--- config.mk ---
export PLATFORM = sky130hd
export DESIGN_NAME = llm_detect
export DESIGN_NICKNAME = d
export VERILOG_FILES = /design/src/rtl/llm_pkg.sv /design/src/rtl/llm_compare.sv /design/src/rtl/llm_timer.sv /design/src/rtl/llm_out_gate.sv /design/src/rtl/llm_detect.sv
export SDC_FILE = /design/constraint.sdc
export NUM_CORES = 1
export LEC_CHECK = 0
export CAP_MARGIN = 40
export CORE_UTILIZATION = 47
export CTS_CLUSTER_SIZE = 24
export DETAILED_ROUTE_END_ITERATION = 8
export PLACE_DENSITY_LB_ADDON = 0.2
export RECOVER_POWER = 50
export SETUP_SLACK_MARGIN = 0.4
export SYNTH_ARGS = -nofsm -noshare
export SYNTH_HDL_FRONTEND = slang
export SYNTH_SLANG_ARGS = --single-unit
--- constraint.sdc ---
create_clock -name clk_i -period 3.02 [get_ports clk_i]
set_input_delay 0.604 -clock clk_i [delete_from_list [all_inputs] [get_ports clk_i]]
set_output_delay 0.604 -clock clk_i [all_outputs]
set_load 0.03 [all_outputs]
--- src/rtl/llm_pkg.sv ---
package llm_pkg;
  typedef enum logic {
    MODE_NORMAL = 1'b0,
    MODE_LIGHT  = 1'b1
  } mode_e;

  localparam int NUM_SR = 2;
endpackage

--- src/rtl/llm_compare.sv ---
module llm_compare #(
  parameter int CS_W = 12
) (
  input  logic [CS_W-1:0] data_i,
  input  logic [CS_W-1:0] thr_enter_i,
  input  logic [CS_W-1:0] thr_exit_i,
  output logic            below_enter_o,
  output logic            above_exit_o
);
  assign below_enter_o = data_i < thr_enter_i;
  assign above_exit_o  = data_i >= thr_exit_i;
endmodule

--- src/rtl/llm_timer.sv ---
module llm_timer #(
  parameter int W = 8
) (
  input  logic         clk_i,
  input  logic         rst_ni,
  input  logic         load_i,
  input  logic [W-1:0] load_val_i,
  output logic         zero_o
);
  logic [W-1:0] cnt_q;

  always_ff @(posedge clk_i or negedge rst_ni) begin
    if (!rst_ni)            cnt_q <= '0;
    else if (load_i)        cnt_q <= load_val_i;
    else if (cnt_q != '0)   cnt_q <= cnt_q - 1'b1;
  end

  assign zero_o = (cnt_q == '0);

  AST_TMR_LOAD: assert property (@(posedge clk_i) disable iff (!rst_ni)
    $past(load_i) && ($past(load_val_i) != '0) |-> !zero_o);
endmodule

--- src/rtl/llm_out_gate.sv ---
module llm_out_gate #(
  parameter int NUM_PWM = 6
) (
  input  logic               outputs_ok_i,
  input  logic [NUM_PWM-1:0] shed_mask_i,
  output logic [1:0]         sr_en_o,
  output logic [NUM_PWM-1:0] pwm_en_o
);
  assign sr_en_o = {2{outputs_ok_i}};

  for (genvar i = 0; i < NUM_PWM; i++) begin : g_pwm
    assign pwm_en_o[i] = !shed_mask_i[i] || outputs_ok_i;
  end
endmodule

--- src/rtl/llm_detect.sv ---
module llm_detect
  import llm_pkg::*;
#(
  parameter int CS_W          = 12,
  parameter int NUM_PWM       = 6,
  parameter int DEB_BASE_CYC  = 12500,
  parameter int REEN_BASE_CYC = 4688
) (
  input  logic               clk_i,
  input  logic               rst_ni,
  input  logic               cs_valid_i,
  input  logic [CS_W-1:0]    cs_data_i,
  input  logic [CS_W-1:0]    thr_enter_i,
  input  logic [CS_W-1:0]    thr_exit_i,
  input  logic [1:0]         deb_sel_i,
  input  logic [1:0]         reen_sel_i,
  input  logic [NUM_PWM-1:0] pwm_shed_mask_i,
  output logic               light_mode_o,
  output logic [1:0]         sr_en_o,
  output logic [NUM_PWM-1:0] pwm_en_o,
  output logic               exit_pulse_o
);
  localparam int DEB_W  = $clog2(DEB_BASE_CYC * 8 + 1);
  localparam int REEN_W = $clog2(REEN_BASE_CYC * 8 + 1);

  mode_e mode_q;
  logic  exit_pulse_q;
  logic  below_enter, above_exit;
  logic  deb_zero, reen_zero;
  logic  enter_fire, exit_fire, change;
  logic [DEB_W-1:0]  deb_len, deb_load;
  logic [REEN_W-1:0] reen_len;

  llm_compare #(.CS_W(CS_W)) u_cmp (
    .data_i       (cs_data_i),
    .thr_enter_i  (thr_enter_i),
    .thr_exit_i   (thr_exit_i),
    .below_enter_o(below_enter),
    .above_exit_o (above_exit)
  );

  assign enter_fire = cs_valid_i && deb_zero && (mode_q == MODE_NORMAL) && below_enter;
  assign exit_fire  = cs_valid_i && deb_zero && (mode_q == MODE_LIGHT)  && above_exit;
  assign change     = enter_fire || exit_fire;

  // hold-off loads L-1 so the next change is legal exactly L edges later
  assign deb_len  = DEB_W'(DEB_BASE_CYC) << deb_sel_i;
  assign deb_load = deb_len - 1'b1;
  assign reen_len = REEN_W'(REEN_BASE_CYC) << reen_sel_i;

  llm_timer #(.W(DEB_W)) u_deb (
    .clk_i     (clk_i),
    .rst_ni    (rst_ni),
    .load_i    (change),
    .load_val_i(deb_load),
    .zero_o    (deb_zero)
  );

  llm_timer #(.W(REEN_W)) u_reen (
    .clk_i     (clk_i),
    .rst_ni    (rst_ni),
    .load_i    (exit_fire),
    .load_val_i(reen_len),
    .zero_o    (reen_zero)
  );

  always_ff @(posedge clk_i or negedge rst_ni) begin
    if (!rst_ni) begin
      mode_q       <= MODE_NORMAL;
      exit_pulse_q <= 1'b0;
    end else begin
      if (enter_fire)     mode_q <= MODE_LIGHT;
      else if (exit_fire) mode_q <= MODE_NORMAL;
      exit_pulse_q <= exit_fire;
    end
  end

  llm_out_gate #(.NUM_PWM(NUM_PWM)) u_gate (
    .outputs_ok_i(mode_q == MODE_NORMAL && reen_zero),
    .shed_mask_i (pwm_shed_mask_i),
    .sr_en_o     (sr_en_o),
    .pwm_en_o    (pwm_en_o)
  );

  assign light_mode_o = (mode_q == MODE_LIGHT);
  assign exit_pulse_o = exit_pulse_q;

  AST_ENTER_BELOW: assert property (@(posedge clk_i) disable iff (!rst_ni)
    $rose(light_mode_o) |-> $past(cs_valid_i && (cs_data_i < thr_enter_i)));
  AST_EXIT_ABOVE: assert property (@(posedge clk_i) disable iff (!rst_ni)
    $fell(light_mode_o) |-> $past(cs_valid_i && (cs_data_i >= thr_exit_i)));
  AST_HOLDOFF: assert property (@(posedge clk_i) disable iff (!rst_ni)
    (light_mode_o != $past(light_mode_o)) |-> $past(deb_zero));
  AST_SR_OFF: assert property (@(posedge clk_i) disable iff (!rst_ni)
    light_mode_o |-> (sr_en_o == 2'b00));
  AST_SHED_OFF: assert property (@(posedge clk_i) disable iff (!rst_ni)
    light_mode_o |-> ((pwm_en_o & pwm_shed_mask_i) == '0));
  AST_PULSE_ON_EXIT: assert property (@(posedge clk_i) disable iff (!rst_ni)
    exit_pulse_o |-> $fell(light_mode_o));
  AST_PULSE_SINGLE: assert property (@(posedge clk_i) disable iff (!rst_ni)
    exit_pulse_o |=> !exit_pulse_o);
endmodule

==> results of run 1 <==
worst paths after layout:
check                           cells after the start               to             from  slack (ps)
worst max-delay path                                8      pwm_en_o[2]  u_reen.cnt_q[5]         130
worst min-delay path                                1   u_deb.cnt_q[0]   u_deb.cnt_q[0]         470
worst max register to register                      9  u_deb.cnt_q[14]   u_deb.cnt_q[1]         220
worst min register to register                      1   u_deb.cnt_q[0]   u_deb.cnt_q[0]         470
max in group asynchronous                           2   u_deb.cnt_q[4]           rst_ni         450
min in group asynchronous                           2   u_deb.cnt_q[9]           rst_ni        1310
Yosys cell counts (11+ instances only):
library cell	number
inv_1	33
nor2_1	39
ha_1	34
xnor2_1	11
a21oi_1	27
nand2_1	30
nor3_1	12
dfrtp_1	35
o21ai_0	14
per-stage QoR:
stage | setup TNS (ps) | instance area (um2) | utilization (%) | power (uW) | hold slack [ps]
after floorplan | 0 | 2949 | - | 573.9 | 308.4
after global placement | -3141 | 3791 | 67.20 | 698.2 | 443.4
after detailed placement | -3738 | 3791 | 67.20 | 704.3 | 446.7
after CTS | 0 | 4378 | 77.60 | 1158 | 456.5
after global routing | 0 | 4698 | 83.28 | 1259 | 499.1
final | 0 | 4698 | 83.28 | 1216 | 474.0
kinds of logic after synthesis:
group	Yosys count
and+or+nand+nor	129
muxes	1
DFF	35
xor gates and xnor gates	17
AOI/OAI and AO/OA	81
buffers and inverters	39
adders and majority gates	34
power breakdown:
| part | switching (uW) | internal [uW] | total (uW) |
|---|---|---|---|
| registers | 0.773 | 469 | 470 |
| logic | 150 | 159 | 309 |
| clock network | 192 | 246 | 438 |
| total | 342 | 874 | 1220 |
state kept, by name, summed over array words and instances (netlist names):
signal	count
u_deb.cnt_q	17
u_reen.cnt_q	16
exit_pulse_o	1
light_mode_o	1
worst max-delay path: stages (launching register included):
cell and delay [ps]:
dfrtp_1 430, nor2_2 160, nand3_4 100, or4_4 450, nor4_4 250, nand2_2 90
or2_4 290, nand2_2 90, buf_6 120
repair_timing:
action,in CTS,in global routing
gates cloned,1,0
pin swaps,47,52
setup endpoints to repair,37,29
gates resized for setup,102,109
buffers inserted,29,17
metal layers:
layer | wire, um | up-vias | share of wire, %
met5 | 0 | - | 0
met2 | 5147 | 181 | 50
met3 | 743 | 45 | 7.2
li1 | - | 1478 | -
met4 | 374 | 0 | 3.6
met1 | 3984 | 1579 | 39
area by class of cell:
class,instances,area [um2],area share [%]
Clock buffer,5,68.82,1.465
Clock inverter,3,43.79,0.9321
Inverter,33,138.9,2.956
Multi-Input combinational cell,262,2351,50.04
Sequential cell,35,877.1,18.67
Tap cell,72,90.09,1.917
Timing Repair Buffer,137,1129,24.02
==> metrics.txt, run 1 <==
status=finished with violations; violated checks=capacitance limit, slew limit; commonest non-fill, non-tap cells in the layout=buf_4, dfrtp_1, nor2_1; total track usage=29.00%; post-synth cell types=54; Reg clk slew, reported paths=70 ps; final hold vios=0; Setup Viol. Count Final=0; Final Non-Filler Cells=547; PortBufs=58; most common cell after layout, fill and taps aside=buf_4; top post-synthesis cells by area=dfrtp_1, ha_1, nor2_1; Final nets=557; GR Util met2=50.43%; top-area cell type share of the netlist area=30.96%; Most Used Layer, Global Route=met2; syn_area_per_cell=8.420 um2; #FFs+latches synth=35; initial antenna violation count=0; combinational family with the most area after synthesis=simple AND/OR/NAND/NOR gates; Top FF cell, synth=dfrtp_1; layout cell share with drive strength beyond 1=46.53%; total CTS buffers=5; detailed-route wire length per cell=18.74 um; Max H-tree Level=2; Simple-Gate Fraction of Synth Area=24.24%; RSZ-0062 raised after global routing=yes; Setup crit end kind=primary output; Max rail drop VDD=379.7 uV; mux share of post-synthesis cell area=0.3538%; die width=79.58 um; total die area=6333 um2; Inserted Diodes=0; clock skew=6.330 ps; drt total wl=10250 um; Cells after DPL=492; First-pass DRT Iterations=5; Post-DP HPWL=5437 um; Synth Area in XOR/XNOR=5.263%; Die H=79.58 um; post-synthesis compound-gate area fraction=18.71%; Post-synth EDFFs=0; Root Driver=clkbuf_8; gpl congestion=0.8744; top cell type by total area after synthesis=dfrtp_1; vias post-DR=3283; total clock sinks=35; synthesized cell area=2829 um2; M1 GR Usage=34.95%; worst hold path class=reg2reg; # IOs=59; vias per inst=6.002; Rows=27; Starting Density=50.14%; Slew HR=-30.19%; GR Layer Usage met3=4.800%; DP Worst Slack=-465.8 ps; CTS tree=done; power per cell area=258.9 nW/um2; asr flop ratio synth=100.0%; Startpoint Class=flop; Syn. warnings=0; WP data arrival=2290 ps; first-pass GRT wire length=14320 um; GRT overflow=0; sequential cell area fraction in the yosys report=30.96%; DRC viols=0; core area=5642 um2; hold bufs inserted after CTS=0; Post-Syn Instances=336; worst slew pin tran=1953 ps; Synth Net Count=419; Post-DRT Antenna Nets=0; Static Leak=0.002106 uW; Syn-to-layout area delta=66.08%; initial drt markers=180; maxcap violations=1; largest net degree at the start of global routing=36; Worst Setup Path Type=reg2out; Req. time, crit path=2420 ps; minimum clock period=2893 ps; CP max FO=7; Clk Latency, worst-skew pair=300 ps; Final period util=95.80%; Final WS setup=127.0 ps; Adder-Cell Fraction of Synth Area=15.04%; fmax=345.7 MHz; # fillers=298; Max Slew Vio Count=36; number of global-route vias before repair=3093; clock buffer depth=2
Note: power is estimated with default switching activity, not from simulation.
==> inputs of run 2 (changes only) <==
--- a/config.mk
+++ b/config.mk
@@ -5,7 +5,6 @@
 export SDC_FILE = /design/constraint.sdc
 export NUM_CORES = 1
 export LEC_CHECK = 0
-export CAP_MARGIN = 40
 export CORE_UTILIZATION = 47
 export CTS_CLUSTER_SIZE = 24
 export DETAILED_ROUTE_END_ITERATION = 8
==> results of run 2 <==
Same layout as run 1: the final DEF is identical, and so are final timing and power.
==> inputs of run 3 (changes only) <==
--- a/config.mk
+++ b/config.mk
@@ -8,7 +8,7 @@
 export CORE_UTILIZATION = 47
 export CTS_CLUSTER_SIZE = 24
 export DETAILED_ROUTE_END_ITERATION = 8
-export PLACE_DENSITY_LB_ADDON = 0.2
+export PLACE_DENSITY = 0.75
 export RECOVER_POWER = 50
 export SETUP_SLACK_MARGIN = 0.4
 export SYNTH_ARGS = -nofsm -noshare
==> run 3 against run 2 <==
The flow still finishes with violations (capacitance limit, slew limit). Design area up 1.7%. Non-clock buffer count up 3. Largest cell class unchanged. Highest routed layer unchanged. Clock skew up 3.1 ps. Fmax down 2.0%. Sequential cell count unchanged. Clock-buffer cell count unchanged. Clock power down 20%. Power down 3.8%. Utilization up 1.4 points.
==> metrics.txt, run 3 (synthesis gave the netlist of run 1 again) <==
status=finished with violations (unchanged); Max rail drop VDD=206.3 uV (was 379.7 uV); Static Leak=0.002173 uW (was 0.002106 uW); first-pass GRT wire length=15130 um (was 14320 um); Syn-to-layout area delta=68.95% (was 66.08%); initial drt markers=171 (was 180); Largest register FFs=17 (unchanged); drt total wl=11370 um (was 10250 um); FF-to-FF Start=u_deb.cnt_q[1] (unchanged); die width=79.58 um (unchanged); Post-DRT Antenna Nets=0 (unchanged); Starting Density=50.14% (unchanged); GRT overflow=0 (unchanged); Setup Viol. Count Final=0 (unchanged); # IOs=59 (unchanged); switching share of total power=31.02% (was 28.16%); Final WS setup=68.30 ps (was 127.0 ps); Post-DP HPWL=5419 um (was 5437 um); total clock sinks=35 (unchanged); Setup crit end kind=primary output (unchanged); Hold Path Origin=u_deb.cnt_q[11] (was u_deb.cnt_q[0]); commonest non-fill, non-tap cells in the layout=buf_4, dfrtp_1, nor2_1 (unchanged); total CTS buffers=5 (unchanged); Max Slew Vio Count=36 (unchanged); Rows=27 (unchanged); Slew HR=-31.86% (was -30.19%); Final Non-Filler Cells=550 (was 547); violated checks=capacitance limit, slew limit (unchanged); maxcap violations=1 (unchanged); Cells after DPL=494 (was 492); Top reg by flops=u_deb.cnt_q (unchanged); hold bufs inserted after CTS=0 (unchanged); R2R Setup Slk=300 ps (was 220 ps); initial antenna violation count=0 (unchanged); Inserted Diodes=0 (unchanged); largest net degree at the start of global routing=36 (unchanged); power per cell area=244.8 nW/um2 (was 258.9 nW/um2); Startpoint Class=flop (unchanged); First-pass DRT Iterations=4 (was 5); fmax=338.8 MHz (was 345.7 MHz); most common cell after layout, fill and taps aside=buf_4 (unchanged); Hold Path Sink=u_deb.cnt_q[11] (was u_deb.cnt_q[0]); total die area=6333 um2 (unchanged); Largest regs=u_deb.cnt_q (17), u_reen.cnt_q (16) (unchanged); Max H-tree Level=2 (unchanged); clock buffer depth=2 (unchanged); RSZ-0062 raised after global routing=yes (unchanged); WP data arrival=2350 ps (was 2290 ps); Root Driver=clkbuf_8 (unchanged); Worst Hold Depth=1 (unchanged); PortBufs=58 (unchanged); minimum clock period=2952 ps (was 2893 ps); Req. time, crit path=2420 ps (about the same); total track usage=30.52% (was 29.00%); sequential power share=40.1% (was 38.6%); Reg clk slew, reported paths=80 ps (was 70 ps); reg2reg path depth=9 (unchanged); worst slew pin tran=1978 ps (was 1953 ps); Worst Setup Path Type=reg2out (unchanged); combinational share of power=30.0% (was 25.4%); core area=5642 um2 (unchanged); number of global-route vias before repair=3306 (was 3093); gpl congestion=0.8154 (was 0.8744); Int Pwr=807.2 uW (was 873.9 uW); worst r2r dst=u_deb.cnt_q[14] (unchanged); Final period util=97.74% (was 95.80%); layout cell share with drive strength beyond 1=43.72% (was 46.53%); detailed-route wire length per cell=20.67 um (was 18.74 um); vias post-DR=3350 (was 3283); vias per inst=6.091 (was 6.002); clock skew=9.382 ps (was 6.330 ps); Final nets=560 (was 557); Die H=79.58 um (unchanged); final hold vios=0 (unchanged); DRC viols=0 (unchanged); switching pwr=363.0 uW (was 342.5 uW); worst hold path class=reg2reg (unchanged); Clk Latency, worst-skew pair=300 ps (about the same); CP max FO=7 (unchanged); CTS tree=done (unchanged); DP Worst Slack=-447.9 ps (was -465.8 ps); Clock power frac=29.8% (was 36.0%)
[run 3: changes by cell type in the layout (fill, tap and decap cells not counted), sizes merged]
cell	previous run	this run
clkdlybuf4s15	6	4
buf	87	90
clkinv	2	1
clkbuf	27	13
clkinvlp	0	2
dlygate4sd3	2	3
dlygate4sd2	3	15
clkdlybuf4s50	12	11
dlymetal6s2s	5	9
bufinv	1	0
[run 3: repair_timing]
item	CTS	global route
pin swaps	47	53
setup buffers	33	14
cloned	1	0
setup endpoints to repair	30	27
gates resized for setup	105	77
[run 3: worst max-delay path: stages, from the launching register on]
cell and delay (ps):
dfrtp_1 410, inv_2 90, ha_4 160, nand3_4 60
or4_4 450, nor4_4 190, nand2_2 120, or2_4 330
nand2_2 100, buf_6 130
[run 3: through the flow]
| step | hold slack [ps] | cell area [um2] | setup TNS (ps) | utilization, % | total power [uW] |
|---|---|---|---|---|---|
| floorplan | 308.4 | 2949 | 0 | - | 573.9 |
| global placement | 433.4 | 3806 | -2698 | 67.47 | 699.1 |
| CTS | 492.0 | 4423 | 0 | 78.40 | 1094 |
| global route | 538.9 | 4780 | -144.8 | 84.72 | 1216 |
| finish | 498.8 | 4780 | 0 | 84.72 | 1170 |
| detailed placement | 441.0 | 3806 | -3805 | 67.47 | 703.9 |
[run 3: how the worst max path moves through the flow]
stage                     from              end  slack, ps  cells after the start
5_1_grt        u_reen.cnt_q[5]      pwm_en_o[1]        -40                      8
3_3_place_gp    thr_enter_i[2]   u_deb.cnt_q[4]       -330                     11
4_1_cts        u_reen.cnt_q[1]      pwm_en_o[2]        170                      9
3_5_place_dp    thr_enter_i[2]  u_deb.cnt_q[13]       -450                     12
6_report       u_reen.cnt_q[1]      pwm_en_o[1]         70                      9
2_1_floorplan  u_reen.cnt_q[0]       sr_en_o[0]        190                     10
[run 3: power groups by stage]
stage	combinational (uW)	clock, uW	sequential [uW]
final	351	349	470
after global routing	377	370	470
after CTS	274	350	470
after detailed placement	225	0	479
after global placement	220	0	479
after floorplan	95.0	0	479
[run 3: final cells by class]
| type | count | area (um2) |
|---|---|---|
| Clock buffer | 5 | 68.82 |
| Clock inverter | 3 | 20.02 |
| Fill cell | 266 | 862.1 |
| Inverter | 33 | 138.9 |
| Multi-Input combinational cell | 262 | 2376 |
| Sequential cell | 35 | 875.8 |
| Tap cell | 72 | 90.09 |
| Timing Repair Buffer | 140 | 1210 |
[run 3: per-layer routing]
layer	global-route usage [%]	routed length, um	vias to the layer above
met1	34.65	4050	1603
met2	54.96	5697	201
li1	-	-	1482
met5	0	0	-
met3	5.029	887	64
met4	14.73	731	0
